File: src/rtl/hha_pkg.sv
package hha_pkg;
  typedef enum logic [1:0] {
    ST_IDLE,
    ST_ACC,
    ST_LOAD,
    ST_WAIT
  } avg_state_e;
endpackage

File: src/rtl/hha_clamp.sv
module hha_clamp #(
  parameter int DEPTH   = 120,
  parameter int CNT_W   = 7,
  parameter int DEF_WIN = 9,
  parameter int DEF_DLY = 2
) (
  input  logic [CNT_W-1:0] win_i,
  input  logic [CNT_W-1:0] dly_i,
  output logic [CNT_W-1:0] win_o,
  output logic [CNT_W-1:0] dly_o
);
  localparam logic [CNT_W-1:0] DepthC = CNT_W'(DEPTH);

  logic [CNT_W-1:0] w_t, d_t, room;

  always_comb begin
    if (win_i == '0) begin
      w_t = CNT_W'(DEF_WIN);
      d_t = CNT_W'(DEF_DLY);
    end else begin
      w_t = win_i;
      d_t = dly_i;
    end
    if (w_t > DepthC) w_t = DepthC;
    room = DepthC - w_t;
    if (d_t > room) d_t = room;
  end

  assign win_o = w_t;
  assign dly_o = d_t;
endmodule

File: src/rtl/hha_history.sv
module hha_history #(
  parameter int DATA_W = 24,
  parameter int DEPTH  = 120,
  parameter int PTR_W  = 7,
  parameter int CNT_W  = 7
) (
  input  logic                     clk_i,
  input  logic                     rst_ni,
  input  logic signed [DATA_W-1:0] sample_i,
  input  logic                     sample_vld_i,
  input  logic                     locked_i,
  input  logic        [PTR_W-1:0]  rd_idx_i,
  output logic signed [DATA_W-1:0] rd_data_o,
  output logic        [PTR_W-1:0]  wr_ptr_o,
  output logic        [CNT_W-1:0]  run_cnt_o
);
  logic signed [DATA_W-1:0] mem_q [DEPTH];
  logic [PTR_W-1:0] wr_ptr_q;
  logic [CNT_W-1:0] run_q;
  logic             wr_en;

  assign wr_en = sample_vld_i & locked_i;

  for (genvar g = 0; g < DEPTH; g++) begin : g_slot
    always_ff @(posedge clk_i or negedge rst_ni) begin
      if (!rst_ni) mem_q[g] <= '0;
      else if (wr_en && (wr_ptr_q == PTR_W'(g))) mem_q[g] <= sample_i;
    end
  end

  always_ff @(posedge clk_i or negedge rst_ni) begin
    if (!rst_ni) begin
      wr_ptr_q <= '0;
    end else if (wr_en) begin
      wr_ptr_q <= (wr_ptr_q == PTR_W'(DEPTH - 1)) ? '0 : wr_ptr_q + 1'b1;
    end
  end

  // consecutive locked samples, saturating at the depth
  always_ff @(posedge clk_i or negedge rst_ni) begin
    if (!rst_ni) run_q <= '0;
    else if (!locked_i) run_q <= '0;
    else if (sample_vld_i && (run_q < CNT_W'(DEPTH))) run_q <= run_q + 1'b1;
  end

  assign rd_data_o = mem_q[rd_idx_i];
  assign wr_ptr_o  = wr_ptr_q;
  assign run_cnt_o = run_q;

  a_r6_unlock_clears: assert property (@(posedge clk_i) disable iff (!rst_ni)
    !locked_i |=> (run_q == '0));
  a_r2_no_write_unlocked: assert property (@(posedge clk_i) disable iff (!rst_ni)
    !locked_i |=> $stable(wr_ptr_q));
  a_r1_ptr_in_range: assert property (@(posedge clk_i) disable iff (!rst_ni)
    wr_ptr_q < PTR_W'(DEPTH));
endmodule

File: src/rtl/hha_div.sv
module hha_div #(
  parameter int NUM_W = 31,
  parameter int DEN_W = 7
) (
  input  logic             clk_i,
  input  logic             rst_ni,
  input  logic             start_i,
  input  logic [NUM_W-1:0] num_i,
  input  logic [DEN_W-1:0] den_i,
  output logic             busy_o,
  output logic             done_o,
  output logic [NUM_W-1:0] quo_o
);
  localparam int StepW = $clog2(NUM_W + 1);

  logic [NUM_W-1:0] quo_q;
  logic [DEN_W-1:0] rem_q, den_q;
  logic [StepW-1:0] step_q;
  logic             busy_q, done_q;
  logic [DEN_W:0]   shifted, trial;
  logic             fits;

  assign shifted = {rem_q, quo_q[NUM_W-1]};
  assign trial   = shifted - {1'b0, den_q};
  assign fits    = shifted >= {1'b0, den_q};

  always_ff @(posedge clk_i or negedge rst_ni) begin
    if (!rst_ni) begin
      quo_q  <= '0;
      rem_q  <= '0;
      den_q  <= '0;
      step_q <= '0;
      busy_q <= 1'b0;
      done_q <= 1'b0;
    end else begin
      done_q <= 1'b0;
      if (start_i && !busy_q) begin
        quo_q  <= num_i;
        rem_q  <= '0;
        den_q  <= den_i;
        step_q <= StepW'(NUM_W);
        busy_q <= 1'b1;
      end else if (busy_q) begin
        rem_q  <= fits ? DEN_W'(trial) : DEN_W'(shifted);
        quo_q  <= {quo_q[NUM_W-2:0], fits};
        step_q <= step_q - 1'b1;
        if (step_q == StepW'(1)) begin
          busy_q <= 1'b0;
          done_q <= 1'b1;
        end
      end
    end
  end

  assign busy_o = busy_q;
  assign done_o = done_q;
  assign quo_o  = quo_q;

  a_r8_div_single_pulse: assert property (@(posedge clk_i) disable iff (!rst_ni)
    done_q |=> !done_q);
  a_r3_rem_below_den: assert property (@(posedge clk_i) disable iff (!rst_ni)
    busy_q |-> (rem_q < den_q));
endmodule

File: src/rtl/hha_avg.sv
module hha_avg
  import hha_pkg::*;
#(
  parameter int DATA_W = 24,
  parameter int DEPTH  = 120,
  parameter int PTR_W  = 7,
  parameter int CNT_W  = 7,
  parameter int SUM_W  = 31
) (
  input  logic                     clk_i,
  input  logic                     rst_ni,
  input  logic                     capture_i,
  input  logic                     valid_i,
  input  logic        [CNT_W-1:0]  win_i,
  input  logic        [CNT_W-1:0]  dly_i,
  input  logic        [PTR_W-1:0]  wr_ptr_i,
  output logic        [PTR_W-1:0]  rd_idx_o,
  input  logic signed [DATA_W-1:0] rd_data_i,
  output logic signed [DATA_W-1:0] avg_o,
  output logic                     done_o
);
  localparam int AddW = CNT_W + 1;

  avg_state_e               state_q;
  logic signed [SUM_W-1:0]  sum_q;
  logic        [CNT_W-1:0]  cnt_q, wlen_q, use_w, use_d;
  logic        [PTR_W-1:0]  rd_idx_q, start_idx;
  logic                     neg_q, done_q;
  logic signed [DATA_W-1:0] avg_q;
  logic        [AddW-1:0]   idx_t;
  logic        [SUM_W-1:0]  mag;
  logic                     div_start, div_busy, div_done;
  logic        [SUM_W-1:0]  quo;

  // not yet valid: fall back to the newest recorded sample
  assign use_w = valid_i ? win_i : CNT_W'(1);
  assign use_d = valid_i ? dly_i : '0;

  always_comb begin
    idx_t = AddW'(wr_ptr_i) + AddW'(DEPTH - 1) - AddW'(use_d);
    if (idx_t >= AddW'(DEPTH)) idx_t = idx_t - AddW'(DEPTH);
    start_idx = PTR_W'(idx_t);
  end

  assign mag       = sum_q[SUM_W-1] ? SUM_W'(-sum_q) : SUM_W'(sum_q);
  assign div_start = (state_q == ST_LOAD);

  hha_div #(.NUM_W(SUM_W), .DEN_W(CNT_W)) u_div (
    .clk_i  (clk_i),
    .rst_ni (rst_ni),
    .start_i(div_start),
    .num_i  (mag),
    .den_i  (wlen_q),
    .busy_o (div_busy),
    .done_o (div_done),
    .quo_o  (quo)
  );

  always_ff @(posedge clk_i or negedge rst_ni) begin
    if (!rst_ni) begin
      state_q  <= ST_IDLE;
      sum_q    <= '0;
      cnt_q    <= '0;
      wlen_q   <= CNT_W'(1);
      rd_idx_q <= '0;
      neg_q    <= 1'b0;
      avg_q    <= '0;
      done_q   <= 1'b0;
    end else begin
      done_q <= 1'b0;
      unique case (state_q)
        ST_IDLE: if (capture_i) begin
          cnt_q    <= use_w;
          wlen_q   <= use_w;
          rd_idx_q <= start_idx;
          sum_q    <= '0;
          state_q  <= ST_ACC;
        end
        ST_ACC: begin
          sum_q    <= sum_q + SUM_W'(rd_data_i);
          rd_idx_q <= (rd_idx_q == '0) ? PTR_W'(DEPTH - 1) : rd_idx_q - 1'b1;
          cnt_q    <= cnt_q - 1'b1;
          if (cnt_q == CNT_W'(1)) state_q <= ST_LOAD;
        end
        ST_LOAD: begin
          neg_q   <= sum_q[SUM_W-1];
          state_q <= ST_WAIT;
        end
        ST_WAIT: if (div_done) begin
          avg_q   <= neg_q ? -DATA_W'(quo) : DATA_W'(quo);
          done_q  <= 1'b1;
          state_q <= ST_IDLE;
        end
        default: state_q <= ST_IDLE;
      endcase
    end
  end

  assign rd_idx_o = rd_idx_q;
  assign avg_o    = avg_q;
  assign done_o   = done_q;

  a_r9_hold_between_done: assert property (@(posedge clk_i) disable iff (!rst_ni)
    !done_q |-> $stable(avg_q));
  a_r8_done_returns_idle: assert property (@(posedge clk_i) disable iff (!rst_ni)
    done_q |-> (state_q == ST_IDLE));
  a_r3_quo_fits: assert property (@(posedge clk_i) disable iff (!rst_ni)
    div_done |-> (quo[SUM_W-1:DATA_W] == '0));
  a_r8_div_idle_when_fsm_idle: assert property (@(posedge clk_i) disable iff (!rst_ni)
    (state_q == ST_IDLE) |-> !div_busy);
endmodule

File: src/rtl/holdover_hist_avg.sv
module holdover_hist_avg #(
  parameter int DATA_W  = 24,
  parameter int DEPTH   = 120,
  parameter int DEF_WIN = 9,
  parameter int DEF_DLY = 2,
  localparam int CNT_W  = $clog2(DEPTH + 1),
  localparam int PTR_W  = $clog2(DEPTH),
  localparam int SUM_W  = DATA_W + CNT_W
) (
  input  logic              clk_i,
  input  logic              rst_ni,
  input  logic [DATA_W-1:0] sample_i,
  input  logic              sample_vld_i,
  input  logic              locked_i,
  input  logic [CNT_W-1:0]  win_len_i,
  input  logic [CNT_W-1:0]  dly_len_i,
  input  logic              capture_i,
  output logic [DATA_W-1:0] avg_o,
  output logic              avg_done_o,
  output logic              hist_valid_o
);
  logic        [CNT_W-1:0]  win_eff, dly_eff, run_cnt;
  logic        [PTR_W-1:0]  wr_ptr, rd_idx;
  logic signed [DATA_W-1:0] rd_data, avg_s;

  hha_clamp #(.DEPTH(DEPTH), .CNT_W(CNT_W), .DEF_WIN(DEF_WIN), .DEF_DLY(DEF_DLY)) u_clamp (
    .win_i(win_len_i),
    .dly_i(dly_len_i),
    .win_o(win_eff),
    .dly_o(dly_eff)
  );

  hha_history #(.DATA_W(DATA_W), .DEPTH(DEPTH), .PTR_W(PTR_W), .CNT_W(CNT_W)) u_hist (
    .clk_i       (clk_i),
    .rst_ni      (rst_ni),
    .sample_i    ($signed(sample_i)),
    .sample_vld_i(sample_vld_i),
    .locked_i    (locked_i),
    .rd_idx_i    (rd_idx),
    .rd_data_o   (rd_data),
    .wr_ptr_o    (wr_ptr),
    .run_cnt_o   (run_cnt)
  );

  assign hist_valid_o = run_cnt >= CNT_W'(win_eff + dly_eff);

  hha_avg #(.DATA_W(DATA_W), .DEPTH(DEPTH), .PTR_W(PTR_W), .CNT_W(CNT_W), .SUM_W(SUM_W)) u_avg (
    .clk_i    (clk_i),
    .rst_ni   (rst_ni),
    .capture_i(capture_i),
    .valid_i  (hist_valid_o),
    .win_i    (win_eff),
    .dly_i    (dly_eff),
    .wr_ptr_i (wr_ptr),
    .rd_idx_o (rd_idx),
    .rd_data_i(rd_data),
    .avg_o    (avg_s),
    .done_o   (avg_done_o)
  );

  assign avg_o = avg_s;

  a_r6_valid_needs_lock: assert property (@(posedge clk_i) disable iff (!rst_ni)
    !locked_i |=> !hist_valid_o);
  a_r5_clamped_span: assert property (@(posedge clk_i) disable iff (!rst_ni)
    ((CNT_W + 1)'(win_eff) + (CNT_W + 1)'(dly_eff)) <= (CNT_W + 1)'(DEPTH));
endmodule

File: config.mk
export PLATFORM = sky130hd
export DESIGN_NAME = holdover_hist_avg
export DESIGN_NICKNAME = d
export VERILOG_FILES = /design/src/rtl/hha_pkg.sv /design/src/rtl/hha_clamp.sv /design/src/rtl/hha_history.sv /design/src/rtl/hha_div.sv /design/src/rtl/hha_avg.sv /design/src/rtl/holdover_hist_avg.sv
export SDC_FILE = /design/constraint.sdc
export NUM_CORES = 2
export LEC_CHECK = 0
export BUFFER_PORTS_ARGS = -buffer_cell sky130_fd_sc_hd__buf_4
export CORE_MARGIN = 2
export CORE_UTILIZATION = 60
export CTS_CLUSTER_DIAMETER = 50
export CTS_CLUSTER_SIZE = 30
export DETAILED_ROUTE_END_ITERATION = 7
export GPL_TIMING_DRIVEN = 0
export MAX_ROUTING_LAYER = met4
export PLACE_DENSITY = 0.76
export SYNTH_ARGS = -nofsm -noshare
export SYNTH_HDL_FRONTEND = slang
export SYNTH_SLANG_ARGS = --single-unit
export TNS_END_PERCENT = 20
File: constraint.sdc
create_clock -name clk_i -period 10.99 [get_ports clk_i]
set_clock_uncertainty 0.2 [all_clocks]
set_input_delay 0.5495 -clock clk_i [delete_from_list [all_inputs] [get_ports clk_i]]
set_output_delay 0.5495 -clock clk_i [all_outputs]
set_load 0.02 [all_outputs]
# Word level (Yosys, flattened, before mapping)
# Cells that the tools add are included.
# word_totals
regBits	3026
elab_cells	461
# classes
n_addsub	14
n_lt_le_gt_ge	7
n_eq_ne	128
muxes	41
bitwise	2
n_reduce_logical	133
# ops
op	n
equality test 7 bit, second input constant	56
equality test 7 x 6 -> 1 bit, second input constant	32
binary-select mux 24 bit (select 7 bit)	1
two-way mux 31 bit	4
logical AND 1 bit	122
equality test 7 x 5 -> 1 bit, second input constant	16
two-way mux 7 bit	16
two-way mux 24 bit	3
case mux 31 bit (2 select lines)	1
equality test 7 x 4 -> 1 bit, second input constant	8
adder 31 x 24 -> 31 bit	1
negation 31 bit	1
equality test 7 x 3 -> 1 bit, second input constant	4
case mux 7 bit (2 select lines)	2
negation 24 bit	1
logical NOT 7 bit	3
adder 7 x 1 -> 7 bit, second input constant	2
equality test 7 x 1 -> 1 bit, second input constant	2
equality test 7 x 2 -> 1 bit, second input constant	2
subtractor 7 x 1 -> 7 bit, second input constant	2
two-way mux 5 bit	2
adder 7 x 7 -> 8 bit, second input constant	1
>= comparator 8 x 7 -> 1 bit	1
>= comparator 8 x 7 -> 1 bit, second input constant	1
26 further kinds	41

# Longest topological paths before layout
# depth
ltp_word	15
depth_mapped	40

# By module
# Synthesis repeated with hierarchy kept, for this count alone.
# unflattened
hier_cells	9623
area_unflattened_um2	141949.9
# modules_own_cells
mod	n_inst	cells_per_inst	area_each_um2
hha_history	1	8473	132015.4
hha_avg	1	761	6381.1
hha_div	1	264	2658.8
hha_clamp	1	74	491.7
holdover_hist_avg	1	51	402.9

# Worst setup path before layout
# No wires, ideal clock.
# synth_path
path_type	input-to-reg
startpoint	input win_len_i[1]
endpoint	register u_avg.rd_idx_q[3], in the netlist u_avg.rd_idx_o[3]
setup_time_ps	66
arrival_ps	8109
required_ps	10724
slack_ps	2615
path_stages	39
path_buffers	1
path_cell_list	or3_1 nor2b_1 o21ai_0 ha_1 inv_1 ha_1 nor2b_1 o21a_1 o21a_1 o21a_1 o21a_1 o21ai_0 a21oi_1 mux2i_1 ha_1 fa_1 a21o_1 a21oi_1 [... 3 more ...] xnor2_1 ha_1 a21o_1 clkbuf_1 nand2_1 ha_1 ha_1 inv_1 fa_1 nor2b_1 o21ai_0 a21boi_0 o21ai_0 nor3b_1 or2_2 mux2_2 o32ai_1 a22o_1
# synth_between
elab_chain_cells	15
elab_cells_between_ends	17
# synth_lines
element	line	text
start, declared	holdover_hist_avg.sv:15	input logic [CNT_W-1:0] win_len_i,
logical NOT 7 bit	hha_clamp.sv:17	if (win_i == '0) begin
two-way mux 7 bit	hha_clamp.sv:17	
greater-than comparator 7 bit	hha_clamp.sv:24	if (w_t > DepthC) w_t = DepthC;
two-way mux 7 bit	hha_clamp.sv:24	
subtractor 7 bit	hha_clamp.sv:25	room = DepthC - w_t;
greater-than comparator 7 bit	hha_clamp.sv:26	if (d_t > room) d_t = room;
two-way mux 7 bit	hha_clamp.sv:26	
adder 7 bit *	holdover_hist_avg.sv:45	assign hist_valid_o = run_cnt >= CNT_W'(win_eff + dly_eff);
>= comparator 7 bit *	holdover_hist_avg.sv:45	
via hist_valid_o	holdover_hist_avg.sv:20	output logic hist_valid_o
two-way mux 7 bit *	hha_avg.sv:37	assign use_d = valid_i ? dly_i : '0;
subtractor 8 x 7 -> 8 bit *	hha_avg.sv:40	idx_t = AddW'(wr_ptr_i) + AddW'(DEPTH - 1) - AddW'(use_d);
subtractor 7 bit / >= comparator 8 x 7 -> 1 bit (equally long branches)	hha_avg.sv:41	if (idx_t >= AddW'(DEPTH)) idx_t = idx_t - AddW'(DEPTH);
two-way mux 7 bit *	hha_avg.sv:41	
two-way mux 7 bit *	hha_avg.sv:72	ST_IDLE: if (capture_i) begin
case mux 7 bit (2 select lines) *	hha_avg.sv:71	unique case (state_q)
end signal, assigned	hha_avg.sv:75	rd_idx_q <= start_idx;
end signal, assigned	hha_avg.sv:81	rd_idx_q <= (rd_idx_q == '0) ? PTR_W'(DEPTH - 1) : rd_idx_q - 1'b1;
end, declared	hha_avg.sv:27	logic [PTR_W-1:0] rd_idx_q, start_idx;
# Mark *: on every way through the listed nets, which the timed path passes. The rest lies on a longest branch. The select of a mux whose other input is x is not followed.
# A chain may end at the register's enable or synchronous reset.

# Worst setup path after layout
# layout_path
startpoint	register u_avg.rd_idx_q[1], in the netlist u_avg.rd_idx_o[1]
endpoint	register u_avg.sum_q[30]
# layout_between
elab_chain_cells	6
# layout_lines
element	line	text
inverter 7 -> 8 bit (implied by the code)	hha_history.sv:46	assign rd_data_o = mem_q[rd_idx_i];
binary-select mux 24 bit (select 7 bit)	hha_history.sv:46	
two-way mux 24 bit (implied by the code) (2 in a row)	hha_history.sv:46	
adder 31 x 24 -> 31 bit	hha_avg.sv:80	sum_q <= sum_q + SUM_W'(rd_data_i);
case mux 31 bit (2 select lines)	hha_avg.sv:71	
end signal, assigned	hha_avg.sv:80	
end, declared	hha_avg.sv:25	logic signed [SUM_W-1:0] sum_q;
# Every way passes these cells. The select of a mux whose other input is x is not followed.

==> flow_summary_export.csv <==
group,metric,value,unit
place,gp_congestion,1.07,
die,die-height,488,um
power_and_ir_drop,pwr-share-clk,0.299,
power_and_ir_drop,leakage,0.0758,uW
power_and_ir_drop,p_seq_frac,0.363,
place,place_hpwl,383,mm
global_route,antenna_found_initial,59,
critical_path,max_stage_delay,1.02,ns
power_and_ir_drop,p_int,23100,uW
min_path,hp-class,"primary input to register",
critical_path,crit_family,"buffers and inverters",
power_and_ir_drop,p_sw_frac,0.379,
timing,setup_tns,0,ns
route,num_vias,91368,
power_and_ir_drop,switching_power,14100,uW
timing,post-route-period-util,0.903,
cells_and_area,layout-drive-gt1-share,0.472,
critical_path,setup.worst_path.start_class,"register",
power_and_ir_drop,irDropWorstVdd,202,uV
route,post-route-drc-count,0,
critical_path,crit_buf_inv,6,
logic_synthesis,synth_edf_count,0,
clocking,worstSkewPairLatency,0.99,ns
timing,setup_viol,0,
power_and_ir_drop,comb_power_share,0.339,
outcome,status,"finished, violations left",
critical_path,arrival,10.60,ns
critical_path,crit_fanout,10,
critical_path,worstSetupPathType,"register to register",
clocking,cts_tree,"yes",
timing,max_slew.worst_pin.slew,1.71,ns
global_route,first_global_vias,90562,
logic_synthesis,synth_flop_cell,"dfrtp_1",
critical_path,cp_common_cell,"buf_2",
logic_synthesis,synth-seq-cells,3026,
die,num_rows,177,
route,drt-initial-drc-count,12165,
die,dieArea,238000,um^2
timing,slew_viol_final,86,
cells_and_area,multi_input_area,61000,um^2
timing,fmax,101,MHz
clocking,cts.clk_slew.worst_paths,0.07,ns
clocking,clock_sinks,3026,
outcome,failed_checks,"max-capacitance violations, max-slew violations",
global_route,grt_pass1_wl,722,mm
logic_synthesis,ys_async_sr_fraction,1.00,
place,port_buffers,43,
die,initial_core_util,0.603,
power_and_ir_drop,p_per_area,237,nW/um^2
cells_and_area,layout.nets,9689,
cells_and_area,instances_no_fill,12990,
timing,maxSlewHeadroom,-0.146,
clocking,cts-root-buf,"clkbuf_16",
logic_synthesis,postSynthAreaPerCell,15.4,um^2
route,first_pass_iters,6,
critical_path,worstPathCellList,"buf_2 -> buf_2 -> buf_2 -> buf_2 -> clkbuf_2 -> clkbuf_2 -> mux4_2 -> mux2i_1 -> o221ai_1 -> a221oi_1 -> nor2_1 -> ha_1 -> and3_1 -> a41o_1 -> o311ai_0 -> nand4b_1 -> a41oi_1 -> o21ai_0 -> xnor2_1 -> or3_1 -> o21ai_0",
timing,grt_setup_unrepaired,"no",
critical_path,cp-end-kind,"register",
die,die_w,488,um
global_route,grt_use_total,0.460,
route,drt_wl_total,526,mm
route,wl_per_cell,40.5,um
logic_synthesis,syn_area,140000,um^2
clocking,cts_buffers,313,
timing,final-hold-violation-count,0,
place,dp_slack,1.16,ns
cells_and_area,fill_cells,16024,
logic_synthesis,synth_fp_nets,9246,
cells_and_area,regArea,75700,um^2
global_route,grt_max_degree,199,
logic_synthesis,ys_warn_count,0,
die,coreArea,233000,um^2
logic_synthesis,netlist_instances,9111,
place,dp_cells,12343,
route,drtAntennaViolNets,0,
critical_path,crit_required,11.67,ns
timing,timing.final.ws_setup,1.06,ns
clocking,postCtsSetupRepairBufs,0,
route,drt-vias-per-instance,7.03,
clocking,cts_buffer_depth,4,
global_route,gr-total-overflow,0,
cells_and_area,area_growth,12.0,%
die,ios,69,
critical_path,cpMaxStageDelayCell,"buf_2",
flow_run,cap_viol_max_count,9,
clocking,htreeDepth,5,
logic_synthesis,synth_cell_types,72,
logic_synthesis,synth.yosys.seq_area_share,0.539,
timing,period_needed,9.93,ns
[kinds of logic after synthesis]
kind of cell | count (synthesis) | synth area share
mux | 3886 | 0.380
flops | 3026 | 0.539
buf+inv | 946 | 0.0265
simple gates | 591 | 0.0194
compound gates | 471 | 0.0201
xor+xnor | 99 | 0.00617
fa+ha+maj | 92 | 0.00841
[cell usage after synthesis, types with 5 or more instances]
master / instances / area (um^2)
o21a_1: 7 / 52.6
nand2b_1: 13 / 81.3
inv_1: 79 / 297
nand3b_1: 7 / 52.6
nor2_1: 83 / 312
xnor2_1: 36 / 315
or4_1: 5 / 37.5
a21boi_0: 5 / 37.5
mux2_2: 2911 / 32800
dfrtp_1: 3025 / 75700
xor2_1: 63 / 552
nand4_1: 9 / 56.3
nand2_1: 305 / 1140
ha_1: 88 / 1100
nand3_1: 24 / 120
o41ai_1: 6 / 52.6
buf_4: 16 / 120
a21oi_1: 123 / 616
and2_1: 19 / 119
buf_2: 84 / 420
mux4_2: 868 / 19500
clkbuf_1: 673 / 2530
a211oi_1: 10 / 75.1
nor3_1: 30 / 150
a31oi_1: 7 / 43.8
a21o_1: 29 / 218
mux2i_1: 107 / 1070
nor4_1: 9 / 56.3
and3_1: 20 / 125
o221ai_1: 6 / 52.6
o22ai_1: 35 / 219
o21ai_0: 173 / 866
or3_1: 16 / 100
o32ai_1: 5 / 43.8
buf_1: 91 / 342
nor2b_1: 24 / 150
o21bai_1: 7 / 52.6
o31ai_1: 15 / 113
nor3b_1: 11 / 82.6
[flip-flops by register name (all words and copies together) (netlist names), 2 cells and up]
signal,flops
u_avg.avg_o,24
u_avg.cnt_q,7
u_avg.rd_idx_o,7
u_avg.state_q,2
u_avg.sum_q,31
u_avg.u_div.den_q,7
u_avg.u_div.quo_o,31
u_avg.u_div.rem_q,7
u_avg.u_div.step_q,5
u_avg.wlen_q,7
u_hist.mem_q,2880
u_hist.run_cnt_o,7
u_hist.wr_ptr_o,7
[final timing paths]
| path | startpoint | slack [ns] | cells past startpoint | end |
|---|---|---|---|---|
| max | u_avg.rd_idx_o[1] | 1.06 | 21 | u_avg.sum_q[30] |
| min | sample_i[12] | 0.04 | 2 | u_hist.mem_q[756] |
| max reg2reg | u_avg.rd_idx_o[1] | 1.06 | 21 | u_avg.sum_q[30] |
| min reg2reg | u_avg.avg_o[18] | 0.28 | 2 | u_avg.avg_o[18] |
| max in group asynchronous | rst_ni | 5.56 | 9 | u_hist.mem_q[1258] |
| min in group asynchronous | rst_ni | 0.50 | 4 | u_hist.mem_q[2537] |
[layout by cell type (no fill, tap or decap), types with 29 or more instances in the layout]
master         n
clkbuf_1     627
buf_4         58
clkbuf_16    322
a21o_1        29
clkbuf_2      68
o21ai_0      173
nand2_1      305
xnor2_1       36
inv_1         79
mux2i_1      107
o22ai_1       35
mux4_2       868
xor2_1        63
ha_1          88
nor2_1        83
buf_2        104
buf_1         71
inv_6         46
a21oi_1      123
diode_2       67
mux2_2      2911
clkinvlp_4    33
dfrtp_1     3025
buf_16        31
[layer usage]
metal  GRT usage  routed length [um]  share of wire
met3       0.192               71800           0.14
met1       0.587              196000           0.37
met2       0.618              223000           0.42
met5           -                   0              0
met4       0.266               35000          0.067
[stage by stage]
stage                     total power [uW]  instance area (um^2)  hold slack [ns]  utilization
after global placement               25100                145000            0.263        0.622
after detailed placement             25700                146000            0.204        0.628
after global routing                 37900                157000           0.0483        0.675
final                                37200                157000           0.0395        0.676
after floorplan                      19800                140000           0.0539            -
after CTS                            36700                157000          0.00695        0.675
[power groups by stage]
stage / Sequential, uW / Combinational [uW] / Clock (uW)
3_3_place_gp: 13600 / 11600 / 0
5_1_grt: 13600 / 12700 / 11600
3_5_place_dp: 13700 / 12100 / 0
6_report: 13500 / 12600 / 11100
2_1_floorplan: 13400 / 6380 / 0
4_1_cts: 13500 / 12100 / 11100
[area by class of cell]
| cell class | count | area share |
|---|---|---|
| diodes | 67 | 0.00107 |
| plain buffers | 864 | 0.0224 |
| clock buffers | 368 | 0.0539 |
| clock inverters | 184 | 0.0135 |
| inverters | 82 | 0.00196 |
| multi-input cells | 5139 | 0.388 |
| flip-flops and latches | 3026 | 0.482 |
| well taps | 3132 | 0.0249 |
| repair buffers | 128 | 0.0126 |
[repair_timing]
action,4_1_cts,5_1_grt
gates resized for setup,0,0
hold buffers,27,0
endpoints found under the hold margin,534,0
No activity file was read; power rests on OpenSTA's default activity.
